--- config.mk ---
export PLATFORM = sky130hd
export DESIGN_NAME = pit_timer
export DESIGN_NICKNAME = d
export VERILOG_FILES = /design/src/rtl/pit_pkg.sv /design/src/rtl/pit_counter.sv /design/src/rtl/pit_regs.sv /design/src/rtl/pit_irq.sv /design/src/rtl/pit_timer.sv
export SDC_FILE = /design/constraint.sdc
export NUM_CORES = 1
export LEC_CHECK = 0
export ABC_AREA = 1
export BUFFER_PORTS_ARGS = -buffer_cell sky130_fd_sc_hd__buf_2
export CAP_MARGIN = 20
export CORE_UTILIZATION = 50
export CTS_BUF_LIST = sky130_fd_sc_hd__clkbuf_8
export CTS_CLUSTER_DIAMETER = 30
export CTS_CLUSTER_SIZE = 24
export DETAILED_ROUTE_END_ITERATION = 12
export GPL_ROUTABILITY_DRIVEN = 0
export PLACE_DENSITY = 0.8
export SYNTH_ARGS = -nofsm -noshare
export SYNTH_HDL_FRONTEND = slang
export SYNTH_SLANG_ARGS = --single-unit
--- constraint.sdc ---
create_clock -name clk -period 1.9 [get_ports clk]
set_input_delay 0.475 -clock clk [delete_from_list [all_inputs] [get_ports clk]]
set_output_delay 0.475 -clock clk [all_outputs]
set_load 0.005 [all_outputs]
--- src/rtl/pit_pkg.sv ---
package pit_pkg;

    localparam int DATA_W   = 16;
    localparam int LVL_W    = 8;
    localparam int ADDR_W   = 2;

    // control word bit positions (LSB numbering)
    localparam int LVL_LO   = DATA_W - LVL_W;
    localparam int LVL_HI   = DATA_W - 1;
    localparam int FLAG_BIT = LVL_LO - 1;
    localparam int IE_BIT   = 2;
    localparam int FZ_BIT   = 1;
    localparam int TE_BIT   = 0;
    localparam int RSV_HI   = FLAG_BIT - 1;
    localparam int RSV_LO   = IE_BIT + 1;

    typedef enum logic [ADDR_W-1:0] {
        A_CTL  = 2'd0,
        A_MOD  = 2'd1,
        A_CNT  = 2'd2,
        A_NONE = 2'd3
    } pit_addr_e;

    typedef enum logic [1:0] {
        ST_OFF  = 2'd0,
        ST_RUN  = 2'd1,
        ST_HALT = 2'd2
    } pit_state_e;

    typedef struct packed {
        logic [LVL_W-1:0] level;
        logic             flag;
        logic             ie;
        logic             fz;
        logic             te;
    } pit_ctl_t;

endpackage

--- src/rtl/pit_counter.sv ---
module pit_counter
    import pit_pkg::*;
#(
    parameter int CNT_W = DATA_W
) (
    input  logic             clk,
    input  logic             rst_n,
    input  logic             step,
    input  logic             tmr_en,
    input  logic             frz_en,
    input  logic             dbg_freeze,
    input  logic [CNT_W-1:0] modulus,
    output logic [CNT_W-1:0] count,
    output logic             zero_evt,
    output pit_state_e       state
);

    localparam logic [CNT_W-1:0] CNT_ONE  = {{(CNT_W-1){1'b0}}, 1'b1};
    localparam logic [CNT_W-1:0] CNT_ZERO = '0;

    pit_state_e       state_q, state_d;
    logic             frz_hit;
    logic             run;
    logic [CNT_W-1:0] count_q, count_d;

    assign frz_hit = frz_en && dbg_freeze;

    // next-state decision
    always_comb begin
        state_d = state_q;
        unique case (state_q)
            ST_OFF: begin
                if (tmr_en) state_d = frz_hit ? ST_HALT : ST_RUN;
            end
            ST_RUN: begin
                if (!tmr_en)     state_d = ST_OFF;
                else if (frz_hit) state_d = ST_HALT;
            end
            ST_HALT: begin
                if (!tmr_en)      state_d = ST_OFF;
                else if (!frz_hit) state_d = ST_RUN;
            end
            default: state_d = ST_OFF;
        endcase
    end

    // state register
    always_ff @(posedge clk) begin
        if (!rst_n) state_q <= ST_OFF;
        else        state_q <= state_d;
    end

    // outputs of the machine: decrement / reload and zero event
    always_comb begin
        run      = step && (state_d == ST_RUN);
        count_d  = count_q;
        zero_evt = 1'b0;
        if (run) begin
            count_d  = (count_q == CNT_ZERO) ? modulus : count_q - CNT_ONE;
            zero_evt = (count_d == CNT_ZERO);
        end
    end

    always_ff @(posedge clk) begin
        if (!rst_n) count_q <= '0;
        else        count_q <= count_d;
    end

    assign count = count_q;
    assign state = state_q;

    p_hold_off_r8: assert property (@(posedge clk) disable iff (!rst_n)
        !tmr_en |=> $stable(count_q))
        else $error("count moved while timer disabled");

    p_freeze_r7: assert property (@(posedge clk) disable iff (!rst_n)
        (tmr_en && frz_en && dbg_freeze) |=> $stable(count_q))
        else $error("count moved while frozen");

    p_no_step_r9: assert property (@(posedge clk) disable iff (!rst_n)
        !step |=> $stable(count_q))
        else $error("count moved without step");

    p_reload_r3: assert property (@(posedge clk) disable iff (!rst_n)
        (step && tmr_en && !(frz_en && dbg_freeze) && count_q == CNT_ZERO)
        |=> (count_q == $past(modulus)))
        else $error("reload value wrong");

    p_decrement_r3: assert property (@(posedge clk) disable iff (!rst_n)
        (step && tmr_en && !(frz_en && dbg_freeze) && count_q != CNT_ZERO)
        |=> (count_q == $past(count_q) - CNT_ONE))
        else $error("decrement wrong");

endmodule

--- src/rtl/pit_regs.sv ---
module pit_regs
    import pit_pkg::*;
#(
    parameter int CNT_W = DATA_W
) (
    input  logic              clk,
    input  logic              rst_n,
    input  logic              wr_en,
    input  logic [ADDR_W-1:0] addr,
    input  logic [DATA_W-1:0] wdata,
    input  logic              set_evt,
    input  logic [CNT_W-1:0]  count,
    output pit_ctl_t          ctl,
    output logic [CNT_W-1:0]  modulus,
    output logic [DATA_W-1:0] rdata
);

    pit_ctl_t          ctl_q;
    logic [CNT_W-1:0]  mod_q;
    logic              ctl_wr, mod_wr;
    logic [DATA_W-1:0] ctl_img;

    assign ctl_wr = wr_en && (addr == A_CTL);
    assign mod_wr = wr_en && (addr == A_MOD);

    always_ff @(posedge clk) begin
        if (!rst_n) begin
            ctl_q.level <= '0;
            ctl_q.ie    <= 1'b0;
            ctl_q.fz    <= 1'b0;
            ctl_q.te    <= 1'b0;
        end else if (ctl_wr) begin
            ctl_q.level <= wdata[LVL_HI:LVL_LO];
            ctl_q.ie    <= wdata[IE_BIT];
            ctl_q.fz    <= wdata[FZ_BIT];
            ctl_q.te    <= wdata[TE_BIT];
        end
    end

    // sticky status: a set event wins over a same-edge clear
    always_ff @(posedge clk) begin
        if (!rst_n)                         ctl_q.flag <= 1'b0;
        else if (set_evt)                   ctl_q.flag <= 1'b1;
        else if (ctl_wr && wdata[FLAG_BIT]) ctl_q.flag <= 1'b0;
    end

    always_ff @(posedge clk) begin
        if (!rst_n)      mod_q <= '0;
        else if (mod_wr) mod_q <= wdata[CNT_W-1:0];
    end

    always_comb begin
        ctl_img                = '0;
        ctl_img[LVL_HI:LVL_LO] = ctl_q.level;
        ctl_img[FLAG_BIT]      = ctl_q.flag;
        ctl_img[IE_BIT]        = ctl_q.ie;
        ctl_img[FZ_BIT]        = ctl_q.fz;
        ctl_img[TE_BIT]        = ctl_q.te;
    end

    always_comb begin
        rdata = '0;
        case (addr)
            A_CTL:   rdata = ctl_img;
            A_MOD:   rdata[CNT_W-1:0] = mod_q;
            A_CNT:   rdata[CNT_W-1:0] = count;
            default: rdata = '0;
        endcase
    end

    assign ctl     = ctl_q;
    assign modulus = mod_q;

    p_w1c_r5: assert property (@(posedge clk) disable iff (!rst_n)
        (ctl_wr && wdata[FLAG_BIT] && !set_evt) |=> !ctl_q.flag)
        else $error("status not cleared by write of one");

    p_set_r4: assert property (@(posedge clk) disable iff (!rst_n)
        set_evt |=> ctl_q.flag)
        else $error("status not set by zero event");

    p_keep_r5: assert property (@(posedge clk) disable iff (!rst_n)
        (ctl_q.flag && !(ctl_wr && wdata[FLAG_BIT])) |=> ctl_q.flag)
        else $error("status lost without a clearing write");

endmodule

--- src/rtl/pit_irq.sv ---
module pit_irq
    import pit_pkg::*;
(
    input  pit_ctl_t         ctl,
    output logic             irq_valid,
    output logic [LVL_W-1:0] irq_level
);

    always_comb begin
        irq_valid = ctl.flag && ctl.ie;
        irq_level = irq_valid ? ctl.level : '0;
    end

endmodule

--- src/rtl/pit_timer.sv ---
module pit_timer
    import pit_pkg::*;
(
    input  logic              clk,
    input  logic              rst_n,
    input  logic              step,
    input  logic              dbg_freeze,
    input  logic              reg_wr,
    input  logic [ADDR_W-1:0] reg_addr,
    input  logic [DATA_W-1:0] reg_wdata,
    output logic [DATA_W-1:0] reg_rdata,
    output logic              irq_valid,
    output logic [LVL_W-1:0]  irq_level
);

    localparam int CNT_W = DATA_W;

    pit_ctl_t         ctl;
    logic [CNT_W-1:0] modulus;
    logic [CNT_W-1:0] count;
    logic             zero_evt;
    pit_state_e       state;

    pit_regs #(.CNT_W(CNT_W)) u_regs (
        .clk     (clk),
        .rst_n   (rst_n),
        .wr_en   (reg_wr),
        .addr    (reg_addr),
        .wdata   (reg_wdata),
        .set_evt (zero_evt),
        .count   (count),
        .ctl     (ctl),
        .modulus (modulus),
        .rdata   (reg_rdata)
    );

    pit_counter #(.CNT_W(CNT_W)) u_cnt (
        .clk        (clk),
        .rst_n      (rst_n),
        .step       (step),
        .tmr_en     (ctl.te),
        .frz_en     (ctl.fz),
        .dbg_freeze (dbg_freeze),
        .modulus    (modulus),
        .count      (count),
        .zero_evt   (zero_evt),
        .state      (state)
    );

    pit_irq u_irq (
        .ctl       (ctl),
        .irq_valid (irq_valid),
        .irq_level (irq_level)
    );

    p_irq_mask_r6: assert property (@(posedge clk) disable iff (!rst_n)
        (!ctl.ie) |-> (!irq_valid && irq_level == '0))
        else $error("request escaped mask");

    p_state_run_r8: assert property (@(posedge clk) disable iff (!rst_n)
        (state == ST_RUN) |-> $past(ctl.te))
        else $error("RUN state without run bit");

endmodule

## Word level (Yosys, flattened, before mapping)

Cells that the tools add are included.

| storage, ports and cells | value |
|---|---|
| word-level logic and storage cells | 38 |
| flip-flop bits (word level) | 46 |
| output and inout port bits | 25 |

| cells by class | value |
|---|---|
| equality and inequality tests | 5 |
| reduce and logical (&&, ||, !) cells | 11 |
| add/sub/neg operators | 1 |
| mux-type cells | 13 |

Operators by type and width:

| kind | count |
|---|---|
| $pmux W16 S3 | 1 |
| $logic_not A16 Y1 | 2 |
| $mux W16 | 1 |
| $sub A16 B1 Y16 const B | 1 |
| $mux W2 | 6 |
| $mux W8 | 1 |
| $eq A2 B1 Y1 const B | 3 |
| $logic_and A1 B1 Y1 | 6 |
| $pmux W2 S3 | 1 |
| $eq A2 B2 Y1 const B | 2 |
| $logic_not A2 Y1 | 2 |
| $mux W1 | 3 |
| $reduce_bool A2 Y1 | 1 |

## Depth between registers and ports, before layout

Gate-level depths: netlist of the first run.

| logic depth | value |
|---|---|
| word-level depth | 8 |
| mapped depth | 13 |

## Cells and area by module

Synthesis of the first run repeated with hierarchy kept, for this count alone.

| second synthesis, totals | value |
|---|---|
| cell total of the unflattened synthesis | 437 |
| area total of the unflattened synthesis | 2718.9 µm² |

By module, submodules not included:

| module | area each (µm²) | cells an instance | sequential area each (µm²) | instances |
|---|---|---|---|---|
| pit_counter | 1391.3 | 232 | 360.3 | 1 |
| pit_regs | 1257.5 | 187 | 560.5 | 1 |
| pit_irq | 70.1 | 18 | 0.0 | 1 |

## Least setup slack after synthesis of the first run

No wires, ideal clock.

| path | value |
|---|---|
| path kind | reg-to-reg |
| start | reg u_cnt.count_q[0], in the netlist u_cnt.count[0] |
| end | reg u_regs.ctl_q (netlist bit u_regs.ctl[3]) |
| setup time | 0.067 ns |
| data arrival time | 1.662 ns |
| path slack | 0.171 ns |
| cell stages (with the launch flop) | 14 |
| period minus slack after synthesis | 1.729 ns |
| path buffers | 1 |
| required time | 1.833 ns |
| path through | dfxtp_1 inv_1 ha_1 nand3_1 nor2_4 nand2_4 buf_6 nand2_2 nand2_2 nor2_2 nand3_1 nor3_2 nand2_1 a21oi_2 |

| between the ends | value |
|---|---|
| longest elaborated chain between the ends | 5 |
| elaborated cells between the ends (all ways) | 7 |
| those cells by class | add/sub: 1; mux: 3; reduce/logical: 3 |

RTL lines:

| item | line | text |
|---|---|---|
| start: declaration | pit_counter.sv:24 | `logic [CNT_W-1:0] count_q, count_d;` |
| start signal: assignment | pit_counter.sv:66 | `else count_q <= count_d;` |
| $sub A16 B1 Y16 / $logic_not A16 Y1 (equally long branches) | pit_counter.sv:59 | `count_d = (count_q == CNT_ZERO) ? modulus : count_q - CNT_ONE;` |
| $mux W16 (*) | pit_counter.sv:59 |  |
| $logic_not A16 Y1 (*) | pit_counter.sv:60 | `zero_evt = (count_d == CNT_ZERO);` |
| $mux W1 (*) | pit_counter.sv:58 | `if (run) begin` |
| $mux W1 / $reduce_bool A2 Y1 (equally long branches) | -- |  |
| end: declaration | pit_regs.sv:18 | `pit_ctl_t ctl_q;` |

Every way passes the cells marked *; elsewhere a longest branch is shown, timed or not.
A chain may end at the register's enable or synchronous reset.

## Worst setup path in the final report of the first run

Ends and elaborated chain as after synthesis.

==> results by group, run 1 <==
Status
  – Status: finished clean

Synth
  – Post-synth EDFFs: 0
  – Unique masters post-synth: 24
  – Syn_area_per_cell: around 6.4 µm²
  – Synth cell count leaders: 96 x nand2_1, 63 x inv_1, 46 x dfxtp_1
  – Yosys Warn Count: 0
  – Post-Synthesis Cells: about 400
  – Sequential fraction of the synthesis area: a little over a third
  – Syn nets: about 430
  – Synth top area share: 35.0%
  – Synth Flop Type: dfxtp_1
  – Register bit total from synthesis: 46
  – Mapped Area: 2630 µm²
  – Biggest area consumer among synthesized cells: dfxtp_1
  – Synth area leaders: dfxtp_1 35%, nand2_1 14%, inv_1 9.0%
  – Count leader, synth: nand2_1
  – Asr flop ratio synth: 0%

Min path
  – Hold WC Path Type: in -> reg
  – Hold Path Depth: 2
  – Hold endpoint: u_cnt.state[0]
  – Hold Startpoint: dbg_freeze

Routing
  – DRT iter0 DRCs: 247
  – Routed WL per cell: about 14 µm
  – Vias: a little under 3000
  – Pre-Repair DR Iteration Count: 6
  – Post-Route WL: ~7.6 mm
  – Mean number of vias per cell: about 5.5
  – Post-route ant nets: 0
  – DRC Markers: 0

STA
  – Final period utilization: 97.1%
  – Setup TNS: 0 ns
  – Worst-Margin Slew: ~0.57 ns
  – Fin crit period: roughly 1.8 ns
  – Final Setup Violations: 0
  – Final hold vios: 0
  – Normalized max-slew margin: between 60% and 70%
  – Clock Skew: around 0.0037 ns
  – Final Max Tran Viols: 0
  – PnR worst setup slack: around 0.055 ns
  – Fmax: ~540 MHz

Placement
  – Worst slack, placed: about 0.058 ns
  – HPWL after DPL: roughly 5.6 mm
  – PortBufs: 47

Clock network
  – CTS max path bufs: 2
  – H-tree levels: 2
  – Clk slew on worst S/H paths: 0.09 ns
  – Root buffer cell: clkbuf_8
  – Worst skew pair latency: roughly 0.30 ns
  – CTS buffer count: 5
  – Clock sinks: 46
  – TritonCTS clock tree: built

Worst setup path
  – R2R Path End: u_regs.ctl[3]
  – Crit Path Max Fanout: 5
  – CP startpoint kind: register
  – R2r setup slk: about 0.055 ns
  – CP Capture Type: register
  – Worst Path Required: roughly 2.1 ns
  – Worst reg2reg path startpoint: u_cnt.count[0]
  – Crit-path cells: inv_2 -> ha_1 -> nand3_2 -> nor2_4 -> buf_4 -> nand2_2 -> nand3_1 -> o21ai_0 -> nor3_2 -> nand2_1 -> a21oi_2
  – Worst stage delay on the critical path: roughly 0.35 ns
  – Critical path's top delay family: simple AND/OR/NAND/NOR gates
  – Buf/Inv on CP: 2
  – Critical path class: reg -> reg
  – Data arrival time of the worst path: 2.08 ns
  – Worst Reg2Reg Path Length in Cells: 11
  – CP max stage cell: dfxtp_2

Power
  – Switching share of power: between 30% and 40%
  – PwrDens: between 800 and 900 nW/µm²
  – Clock Power Share: between 20% and 30%
  – LEAKAGE: about 1.6 nW
  – Int Power: between 1.5 and 2 mW
  – Net switching power: slightly below 0.9 mW
  – Peak supply drop: roughly 0.44 mV
  – Gate power share: between 30% and 40%
  – Overall power: about 2.5 mW
  – Flop pwr share: approximately two fifths

Cells and area
  – Nets: a little under 500
  – Area Overhead vs Synth: 20.7%
  – N_diodes: 0
  – Share of layout cells above drive strength 1: approximately a fifth
  – Multi-input gate area: 1430 µm²
  – Fill cell count: 475
  – Sequential cell area: 922 µm²

Global route
  – Initial antenna violation count: 0
  – Grt ovf: 0
  – Vias in the first global route: 2505
  – Global-route wire length before repair: between 10 and 15 mm
  – Gr usage total: between 20% and 30%
  – Largest net degree at the start of global routing: 33

Floorplanning
  – Chip Height: about 74 µm
  – Ports: 48
  – Die area: around 5500 µm²
  – Rows: 26
  – Initial core utilization: 51.8%
  – Chip width: between 70 and 80 µm
  – Core box area: between 5000 and 6000 µm²

Job
  – Max Cap Viol: 0
-- sequential cells by signal (all words and copies together), names as in the netlist --
signal,flops
u_regs.modulus,16
u_cnt.count,16
u_regs.ctl,12
u_cnt.state,2
-- how the worst max path moves through the flow --
stage                   startpoint             to  slack, ns  depth (start not counted)
finish              u_cnt.count[0]  u_regs.ctl[3]       0.05                         11
floorplan           u_cnt.count[0]  u_regs.ctl[3]       0.17                         13
detailed placement  u_cnt.count[0]  u_regs.ctl[3]       0.06                         14
global route        u_cnt.count[0]  u_regs.ctl[3]      -0.01                         13
global placement       reg_addr[1]  reg_rdata[13]       0.11                          6
CTS                 u_cnt.count[0]  u_regs.ctl[3]       0.01                         12
-- repair_timing --
| action | in CTS | in global routing |
|---|---|---|
| setup buffers | 0 | 1 |
| resized for setup | 0 | 8 |
| hold buffers | 0 | 0 |
| endpoints found under the setup margin | 0 | 1 |
-- metrics by stage --
step	std cells	util (%)	hold WS [ns]	area, µm²
4_1_cts	538	62.0	0.356	3140
6_report	540	62.5	0.363	3170
2_1_floorplan	409	-	0.439	2630
3_3_place_gp	530	59.8	0.457	3030
3_5_place_dp	530	59.8	0.467	3030
5_1_grt	540	62.5	0.364	3170
-- layout make-up --
| type | instances | area share (%) |
|---|---|---|
| multi-input combinational | 286 | 44.9 |
| sequential | 46 | 29.1 |
| timing repair buffer | 65 | 12.1 |
| inverter | 65 | 7.69 |
| tap | 70 | 2.76 |
| clock buffer | 5 | 2.17 |
| clock inverter | 3 | 1.30 |
-- power groups by stage --
stage / registers [mW] / clock network [mW] / logic, mW
after floorplan: 1.05 / 0 / 0.512
after global placement: 1.06 / 0 / 0.693
after detailed placement: 1.06 / 0 / 0.706
after CTS: 1.04 / 0.741 / 0.718
after global routing: 1.04 / 0.779 / 0.844
final: 1.04 / 0.736 / 0.764
-- kinds of logic after synthesis --
logic type | synth area share (%)
AOI/OAI and AO/OA | 21.2
xor gates and xnor gates | 0.667
adders and majority gates | 0.952
buffers and inverters | 11.4
DFF | 35.0
and+or+nand+nor | 30.7
-- worst register-to-register path, cell delays in order, from the launching register on --
cell	delay [ns]
dfxtp_2	0.35
inv_2	0.10
ha_1	0.20
nand3_2	0.11
nor2_4	0.15
buf_4	0.14
nand2_2	0.08
nand3_1	0.12
o21ai_0	0.15
nor3_2	0.20
nand2_1	0.08
a21oi_2	0.11
-- placed cells by master, fill, tap and decap left out --
cell type and n:
buf_2 47, o211ai_1 3, nand2_4 1, xor2_1 2
nand3_2 1, inv_1 61, dfxtp_2 1, nand3_1 32
bufinv_16 1, nand2_2 7, a21oi_2 1, clkinv_1 1
nor2_1 36, clkbuf_8 5, clkinvlp_4 1, nor2_2 4
o22ai_1 4, buf_12 1, nor2_4 6, ha_1 2
o221ai_1 13, inv_2 4, o21ai_0 39, a21oi_1 37
nand4_1 1, dfxtp_1 45, buf_4 17, a31oi_1 1
nor3_2 1, nand2_1 95
-- routing by layer --
layer  vias up  share of wire [%]  track usage, %
li1       1452                  -               -
met1      1292                 44            39.6
met4         0                3.5            13.0
met5         -                  0               0
met3        32                8.0            4.88
met2       174                 44            43.2
Note: power is estimated with default switching activity, not from simulation.
==> inputs of run 2 (changes only) <==
--- a/config.mk
+++ b/config.mk
@@ -15,6 +15,8 @@
 export DETAILED_ROUTE_END_ITERATION = 12
 export GPL_ROUTABILITY_DRIVEN = 0
 export PLACE_DENSITY = 0.8
+export RECOVER_POWER = 25
 export SYNTH_ARGS = -nofsm -noshare
 export SYNTH_HDL_FRONTEND = slang
+export SYNTH_HIERARCHICAL = 1
 export SYNTH_SLANG_ARGS = --single-unit
==> run 2 against run 1 <==
Flip-flop and latch count did not move; power rose by 3.3%; core utilization rose by 2.8 points; global-route usage fell by 1.4 points; combinational power rose by 5.5%; critical path type unchanged; register-to-register slack got worse by 0.04 ns; clock skew rose by 0.0060 ns; largest power group unchanged; area after synthesis rose by 3.5%; synthesized cell count rose by 6.8%.
==> results by group, run 2 <==
Clock network
  – Root buffer cell: clkbuf_8
  – CTS Hold Bufs: 0 (unchanged)
  – Clk slew on worst S/H paths: 0.10 ns (about the same)
  – CTS max path bufs: 2 (unchanged)
  – TritonCTS clock tree: built
  – Clock sinks: 46 (unchanged)
  – H-tree levels: 2 (unchanged)
  – CTS buffer count: 5 (unchanged)
  – Worst skew pair latency: 0.30 ns (about the same)

Global route
  – Largest net degree at the start of global routing: 24 (-27%)
  – Initial antenna violation count: 0 (unchanged)
  – Vias in the first global route: 2593 (+3.5%)
  – Gr usage total: 27.2% (-1.4 points)
  – Grt ovf: 0 (unchanged)
  – Global-route wire length before repair: 11.8 mm (-0.52%)

Synth
  – Post-synth EDFFs: 0 (unchanged)
  – Sequential fraction of the synthesis area: 33.9% (-1.2 points)
  – Syn_area_per_cell: 6.22 µm² (-3.2%)
  – Yosys Warn Count: 6 (+6)
  – Unique masters post-synth: 31 (+29%)
  – Mapped Area: 2720 µm² (+3.5%)
  – Register bit total from synthesis: 46 (unchanged)
  – Synth cell count leaders: 100 x nand2_1, 84 x nor2_1, 51 x inv_1
  – Synth Flop Type: dfxtp_1
  – Count leader, synth: nand2_1
  – Biggest area consumer among synthesized cells: dfxtp_1
  – Syn nets: 462 (+6.5%)
  – Asr flop ratio synth: 0% (unchanged)
  – Synth area leaders: dfxtp_1 34%, nand2_1 14%, nor2_1 12%
  – Post-Synthesis Cells: 437 (+6.8%)
  – Synth top area share: 33.9% (-1.2 points)

Floorplanning
  – Rows: 26 (unchanged)
  – Chip Height: 75.7 µm (+1.7%)
  – Chip width: 75.7 µm (+1.7%)
  – Initial core utilization: 52.6% (+0.79 points)
  – Die area: 5740 µm² (+3.4%)
  – Ports: 48 (unchanged)
  – Core box area: 5170 µm² (+1.9%)

STA
  – Worst-Margin Slew: 0.720 ns (+0.154 ns)
  – Fmax: 531 MHz (-1.9%)
  – Normalized max-slew margin: 52.0% (-10 points)
  – Final Max Tran Viols: 0 (unchanged)
  – Final hold vios: 0 (unchanged)
  – Final period utilization: 99.0% (+1.9 points)
  – Unrepaired setup endpoints after global routing: yes
  – Fin crit period: 1.88 ns (+0.0362 ns)
  – Final Setup Violations: 0 (unchanged)
  – Clock Skew: 0.00978 ns (+0.00604 ns)

Worst setup path
  – Worst Reg2Reg Path Length in Cells: 11 (unchanged)
  – R2R Path End: u_regs/ctl[3]
  – CP max stage cell: dfxtp_2
  – R2r setup slk: 0.02 ns (-0.04 ns)
  – CP startpoint kind: register
  – Buf/Inv on CP: 2 (unchanged)
  – Worst stage delay on the critical path: 0.35 ns (about the same)
  – Data arrival time of the worst path: 2.13 ns (+0.05 ns)
  – Crit-path cells: inv_2 -> ha_4 -> nand2_4 -> nor2_4 -> nand2_4 -> or2_4 -> a21oi_2 -> nand4_1 -> nor2_1 -> inv_1 -> a21oi_2
  – Critical path's top delay family: simple AND/OR/NAND/NOR gates
  – CP Capture Type: register
  – Critical path class: reg -> reg
  – Crit Path Max Fanout: 6 (+1)
  – Worst Path Required: 2.15 ns (about the same)
  – Worst reg2reg path startpoint: u_cnt/count[1]

Power
  – Gate power share: 30.7% (+0.6 points)
  – Switching share of power: 35.4% (+0.98 points)
  – Flop pwr share: 40.3% (-0.6 points)
  – Overall power: 2.62 mW (+3.3%)
  – LEAKAGE: 1.73 nW (+9.8%)
  – Net switching power: 0.928 mW (+6.2%)
  – Int Power: 1.69 mW (+1.7%)
  – PwrDens: 777 nW/µm² (-3.0%)
  – Peak supply drop: 0.520 mV (+17%)
  – Clock Power Share: 29.0% (about the same)

Min path
  – Hold WC Path Type: in -> reg
  – Hold Path Depth: 2 (unchanged)
  – Hold Startpoint: dbg_freeze
  – Hold endpoint: u_cnt/state[0]

Placement
  – HPWL after DPL: 5.46 mm (-1.7%)
  – PortBufs: 47 (unchanged)
  – Dpl cells: 555 (+4.7%)

Cells and area
  – N_diodes: 0 (unchanged)
  – Most common cell after layout, fill and taps aside: nand2_1
  – Fill cell count: 456 (-4.0%)
  – Most frequent cells in the layout: 98 x nand2_1, 80 x nor2_1, 51 x inv_1, 45 x buf_2, 43 x nand3_1
  – Finished Layout Cells: 569 (+5.4%)
  – Share of layout cells above drive strength 1: 22.2% (+1.4 points)
  – Area Overhead vs Synth: 24.2%
  – Nets: 523 (+5.9%)

Routing
  – DRT iter0 DRCs: 337 (+36%)
  – Pre-Repair DR Iteration Count: 6 (unchanged)
  – Vias: 3167 (+7.4%)
  – Post-Route WL: 8.13 mm (+7.5%)
  – Routed WL per cell: 14.3 µm (+2.0%)
  – DRC Markers: 0 (unchanged)
  – Mean number of vias per cell: 5.57 (+1.9%)
  – Post-route ant nets: 0 (unchanged)

Status
  – Status: finished clean

Job
  – Max Cap Viol: 0 (unchanged)
run 2: repair_timing:
| item | 4_1_cts | 5_1_grt |
|---|---|---|
| resized for setup | 1 | 29 |
| cloned | 0 | 3 |
| pin swaps | 0 | 8 |
| setup endpoints to repair | 1 | 3 |
| buffers inserted | 0 | 3 |
| endpoints found under the hold margin | 0 | 0 |
run 2: layout make-up:
cell class              instances  area [µm²]  area share (%)
clock buffers                   5        68.8            2.04
repair buffers                 66         400            11.9
multi-input cells             325        1650            48.7
clock inverters                 3        43.8            1.30
well taps                      70        87.6            2.59
flip-flops and latches         46         927            27.5
inverters                      54         203            6.00
run 2: worst max-delay path by stage:
stage	startpoint	end	slack (ns)	cells past startpoint
2_1_floorplan	u_cnt/count[0]	u_regs/ctl[3]	0.17	12
3_3_place_gp	u_cnt/count[1]	u_regs/ctl[3]	0.08	14
3_5_place_dp	u_cnt/count[1]	u_regs/ctl[3]	0.007	14
4_1_cts	u_cnt/count[1]	u_regs/ctl[3]	0.009	14
5_1_grt	u_cnt/count[1]	u_regs/ctl[3]	-0.08	11
6_report	u_cnt/count[1]	u_regs/ctl[3]	0.02	11
run 2: kinds of logic (layout without fill, tap and decap cells):
group	after synthesis	after routing	share of synthesized area (%)
fa+ha+maj	2	2	0.920
compound gates	66	66	13.7
simple gates	253	256	40.8
xor+xnor	1	1	0.322
flops	46	46	33.9
buf+inv	69	128	10.4
run 2: worst reg2reg max path, delay by kind of cell, from the launching register on:
| kind | cells | cell delay [ns] |
|---|---|---|
| AO/OA/AOI/OAI | 2 | 0.26 |
| adder cells (fa/ha/maj) | 1 | 0.14 |
| flip-flops | 1 | 0.35 |
| buffers and inverters | 2 | 0.15 |
| AND/OR/NAND/NOR | 6 | 0.92 |
run 2: routing by layer:
layer	up-vias	track usage [%]	wire (µm)	part of all wire, %
met3	51	5.03	674	8.3
met1	1409	36.7	3400	42
met4	0	11.1	344	4.2
met5	-	0	0	0
met2	197	42.8	3720	46
li1	1510	-	-	-
run 2: power by group through the flow:
stage | Combinational, mW | Clock [mW] | Sequential [mW]
2_1_floorplan | 0.502 | 0 | 1.06
3_3_place_gp | 0.652 | 0 | 1.07
3_5_place_dp | 0.664 | 0 | 1.07
4_1_cts | 0.682 | 0.764 | 1.05
5_1_grt | 0.880 | 0.802 | 1.06
6_report | 0.806 | 0.760 | 1.06
run 2: stage by stage:
| stage | hold WS, ns | worst slack (ns) | utilization [%] | instance area [µm²] | TNS, ns |
|---|---|---|---|---|---|
| 6_report | 0.368 | 0.0184 | 65.3 | 3380 | 0 |
| 5_1_grt | 0.363 | -0.0821 | 65.3 | 3380 | -0.0821 |
| 4_1_cts | 0.359 | 0.00858 | 62.4 | 3230 | 0 |
| 3_5_place_dp | 0.490 | 0.00736 | 60.1 | 3110 | 0 |
| 3_3_place_gp | 0.492 | 0.0770 | 60.1 | 3110 | 0 |
| 2_1_floorplan | 0.454 | 0.170 | - | 2720 | 0 |
==> inputs of run 3 (changes only) <==
--- a/config.mk
+++ b/config.mk
@@ -14,7 +14,7 @@
 export CTS_CLUSTER_SIZE = 24
 export DETAILED_ROUTE_END_ITERATION = 12
 export GPL_ROUTABILITY_DRIVEN = 0
-export PLACE_DENSITY = 0.8
+export PLACE_DENSITY_LB_ADDON = 0.12
 export RECOVER_POWER = 25
 export SYNTH_ARGS = -nofsm -noshare
 export SYNTH_HDL_FRONTEND = slang
==> run 3 against run 2 <==
The flow now finishes with violations (negative setup slack); setup slack got worse by 0.029 ns; final area rose by 1.1%; sequential power about the same; critical endpoint unchanged; largest cell class unchanged.
==> results by group, run 3 (synthesized netlist as in run 2, its figures left out) <==
Clock network
  – Worst skew pair latency: 0.30 ns (about the same)
  – H-tree levels: 2 (unchanged)
  – CTS Hold Bufs: 0 (unchanged)
  – Clk slew on worst S/H paths: 0.09 ns (about the same)
  – Clock sinks: 46 (unchanged)
  – Root buffer cell: clkbuf_8
  – CTS max path bufs: 2 (unchanged)
  – CTS buffer count: 5 (unchanged)
  – TritonCTS clock tree: built

Global route
  – Grt ovf: 0 (unchanged)
  – Gr usage total: 27.9% (+0.73 points)
  – Initial antenna violation count: 0 (unchanged)
  – Largest net degree at the start of global routing: 21 (-13%)
  – Global-route wire length before repair: 12.2 mm (+3.5%)
  – Vias in the first global route: 2613 (+0.77%)

STA
  – Final Max Tran Viols: 0 (unchanged)
  – Fin crit period: 1.91 ns (+0.0292 ns)
  – Clock Skew: 0.00619 ns (-0.00358 ns)
  – Final Setup Violations: 1 (+1)
  – PnR worst setup slack: -0.0109 ns (-0.0292 ns)
  – Fmax: 523 MHz (-1.5%)
  – Setup TNS: -0.0109 ns (-0.0109 ns)
  – Worst-Margin Slew: 0.625 ns (-0.0944 ns)
  – Final period utilization: 101% (+1.5 points)
  – Normalized max-slew margin: 58.3% (+6.3 points)
  – Final hold vios: 0 (unchanged)

Worst setup path
  – CP startpoint kind: register
  – Data arrival time of the worst path: 2.14 ns (about the same)
  – Critical Path Start: u_cnt/count[0]
  – Worst Setup EP: u_regs/ctl[3]
  – Worst Reg2Reg Path Length in Cells: 13 (+2)
  – Critical path class: reg -> reg
  – R2r setup slk: -0.01 ns (-0.03 ns)
  – CP Capture Type: register
  – Worst Path Required: 2.13 ns (-0.02 ns)
  – R2R Path End: u_regs/ctl[3]
  – Worst reg2reg path startpoint: u_cnt/count[0]
  – Crit Path Max Fanout: 7 (+1)

Floorplanning
  – Chip width: 75.7 µm (unchanged)
  – Rows: 26 (unchanged)
  – Ports: 48 (unchanged)
  – Chip Height: 75.7 µm (unchanged)
  – Die area: 5740 µm² (unchanged)
  – Initial core utilization: 52.6% (unchanged)
  – Core box area: 5170 µm² (unchanged)

Job
  – Max Cap Viol: 0 (unchanged)

Power
  – PwrDens: 748 nW/µm² (-3.6%)
  – LEAKAGE: 1.75 nW (+1.2%)
  – Peak supply drop: 0.378 mV (-27%)

Routing
  – Mean number of vias per cell: 5.33 (-4.3%)
  – Pre-Repair DR Iteration Count: 5 (-1)
  – Post-Route WL: 7.93 mm (-2.4%)
  – DRC Markers: 0 (unchanged)
  – Post-route ant nets: 0 (unchanged)
  – Routed WL per cell: 13.7 µm (-4.0%)
  – Vias: 3078 (-2.8%)
  – DRT iter0 DRCs: 293 (-13%)

Cells and area
  – Nets: 532 (+1.7%)
  – Area Overhead vs Synth: 25.6%
  – Most common cell after layout, fill and taps aside: nand2_1
  – N_diodes: 0 (unchanged)
  – Most frequent cells in the layout: 95 x nand2_1, 78 x nor2_1, 50 x inv_1, 45 x buf_2, 43 x nand3_1
  – Share of layout cells above drive strength 1: 25.2% (+3.0 points)

Status
  – Failing checks: negative setup slack
  – Status: finished, violations left

Placement
  – HPWL after DPL: 5.60 mm (+2.5%)
  – Worst slack, placed: 0.0223 ns (+0.0150 ns)
  – PortBufs: 47 (unchanged)

Min path
  – Hold WC Path Type: in -> reg
run 3: cell types whose count changed in the layout (fill, tap and decap cells not counted), sizes merged:
cell	previous run	this run
buf	64	73
bufinv	1	0
clkbuf	7	10
clkinv	1	0
clkinvlp	0	1
nand2	107	106
nor2	98	97
run 3: metal layers:
layer  wire (µm)  vias up  global-route usage, %
li1            -     1527                      -
met1        3560     1402                   39.8
met2        3690      135                   43.8
met3         573       14                   4.23
met4         102        0                   7.61
met5           0        -                      0
run 3: how the worst min path moves through the flow:
stage | startpoint | end | slack [ns] | cells after the start
6_report | dbg_freeze | u_cnt/state[0] | 0.36 | 2
5_1_grt | dbg_freeze | u_cnt/state[0] | 0.36 | 2
4_1_cts | dbg_freeze | u_cnt/state[0] | 0.35 | 2
3_5_place_dp | u_regs/ctl[5] | u_regs/ctl[5] | 0.50 | 2
3_3_place_gp | u_regs/ctl[3] | u_regs/ctl[3] | 0.49 | 2
2_1_floorplan | u_regs/ctl[1] | u_cnt/state[0] | 0.45 | 1
run 3: cell type report:
class / instances / area, µm²
clock inverter: 2 / 16.3
multi-input combinational: 323 / 1610
fill: 479 / 1760
timing repair buffer: 77 / 475
tap: 70 / 87.6
inverter: 54 / 208
sequential: 46 / 931
clock buffer: 6 / 82.6
run 3: critical path, stage by stage, from the launching register on:
cell,delay (ns)
dfxtp_2,0.35
inv_4,0.08
ha_4,0.14
nand2_4,0.06
nor2_4,0.18
nand2_4,0.11
or2_1,0.24
nand2_1,0.09
nand3_1,0.12
nor2_1,0.12
nand2_1,0.06
nor2_1,0.11
inv_1,0.06
a21oi_2,0.11
run 3: power by group:
part / internal, mW / switching (mW)
Combinational: 0.352 / 0.489
Sequential: 1.01 / 0.0461
Clock: 0.300 / 0.359
Total: 1.66 / 0.894
run 3: what timing repair did:
item / 4_1_cts / 5_1_grt
resized for setup: 1 / 36
endpoints found under the hold margin: 0 / 0
setup endpoints to repair: 1 / 1
setup buffers: 2 / 12
gates cloned: 0 / 1
pin swaps: 1 / 19
run 3: per-stage QoR:
| step | util (%) | instance area [µm²] | hold WS, ns | std cells | power, mW |
|---|---|---|---|---|---|
| global placement | 60.1 | 3110 | 0.490 | 555 | 1.73 |
| detailed placement | 60.1 | 3110 | 0.495 | 555 | 1.74 |
| global route | 66.0 | 3410 | 0.360 | 578 | 2.71 |
| CTS | 62.3 | 3220 | 0.355 | 565 | 2.41 |
| finish | 66.0 | 3410 | 0.362 | 578 | 2.56 |
| floorplan | - | 2720 | 0.454 | 437 | 1.56 |
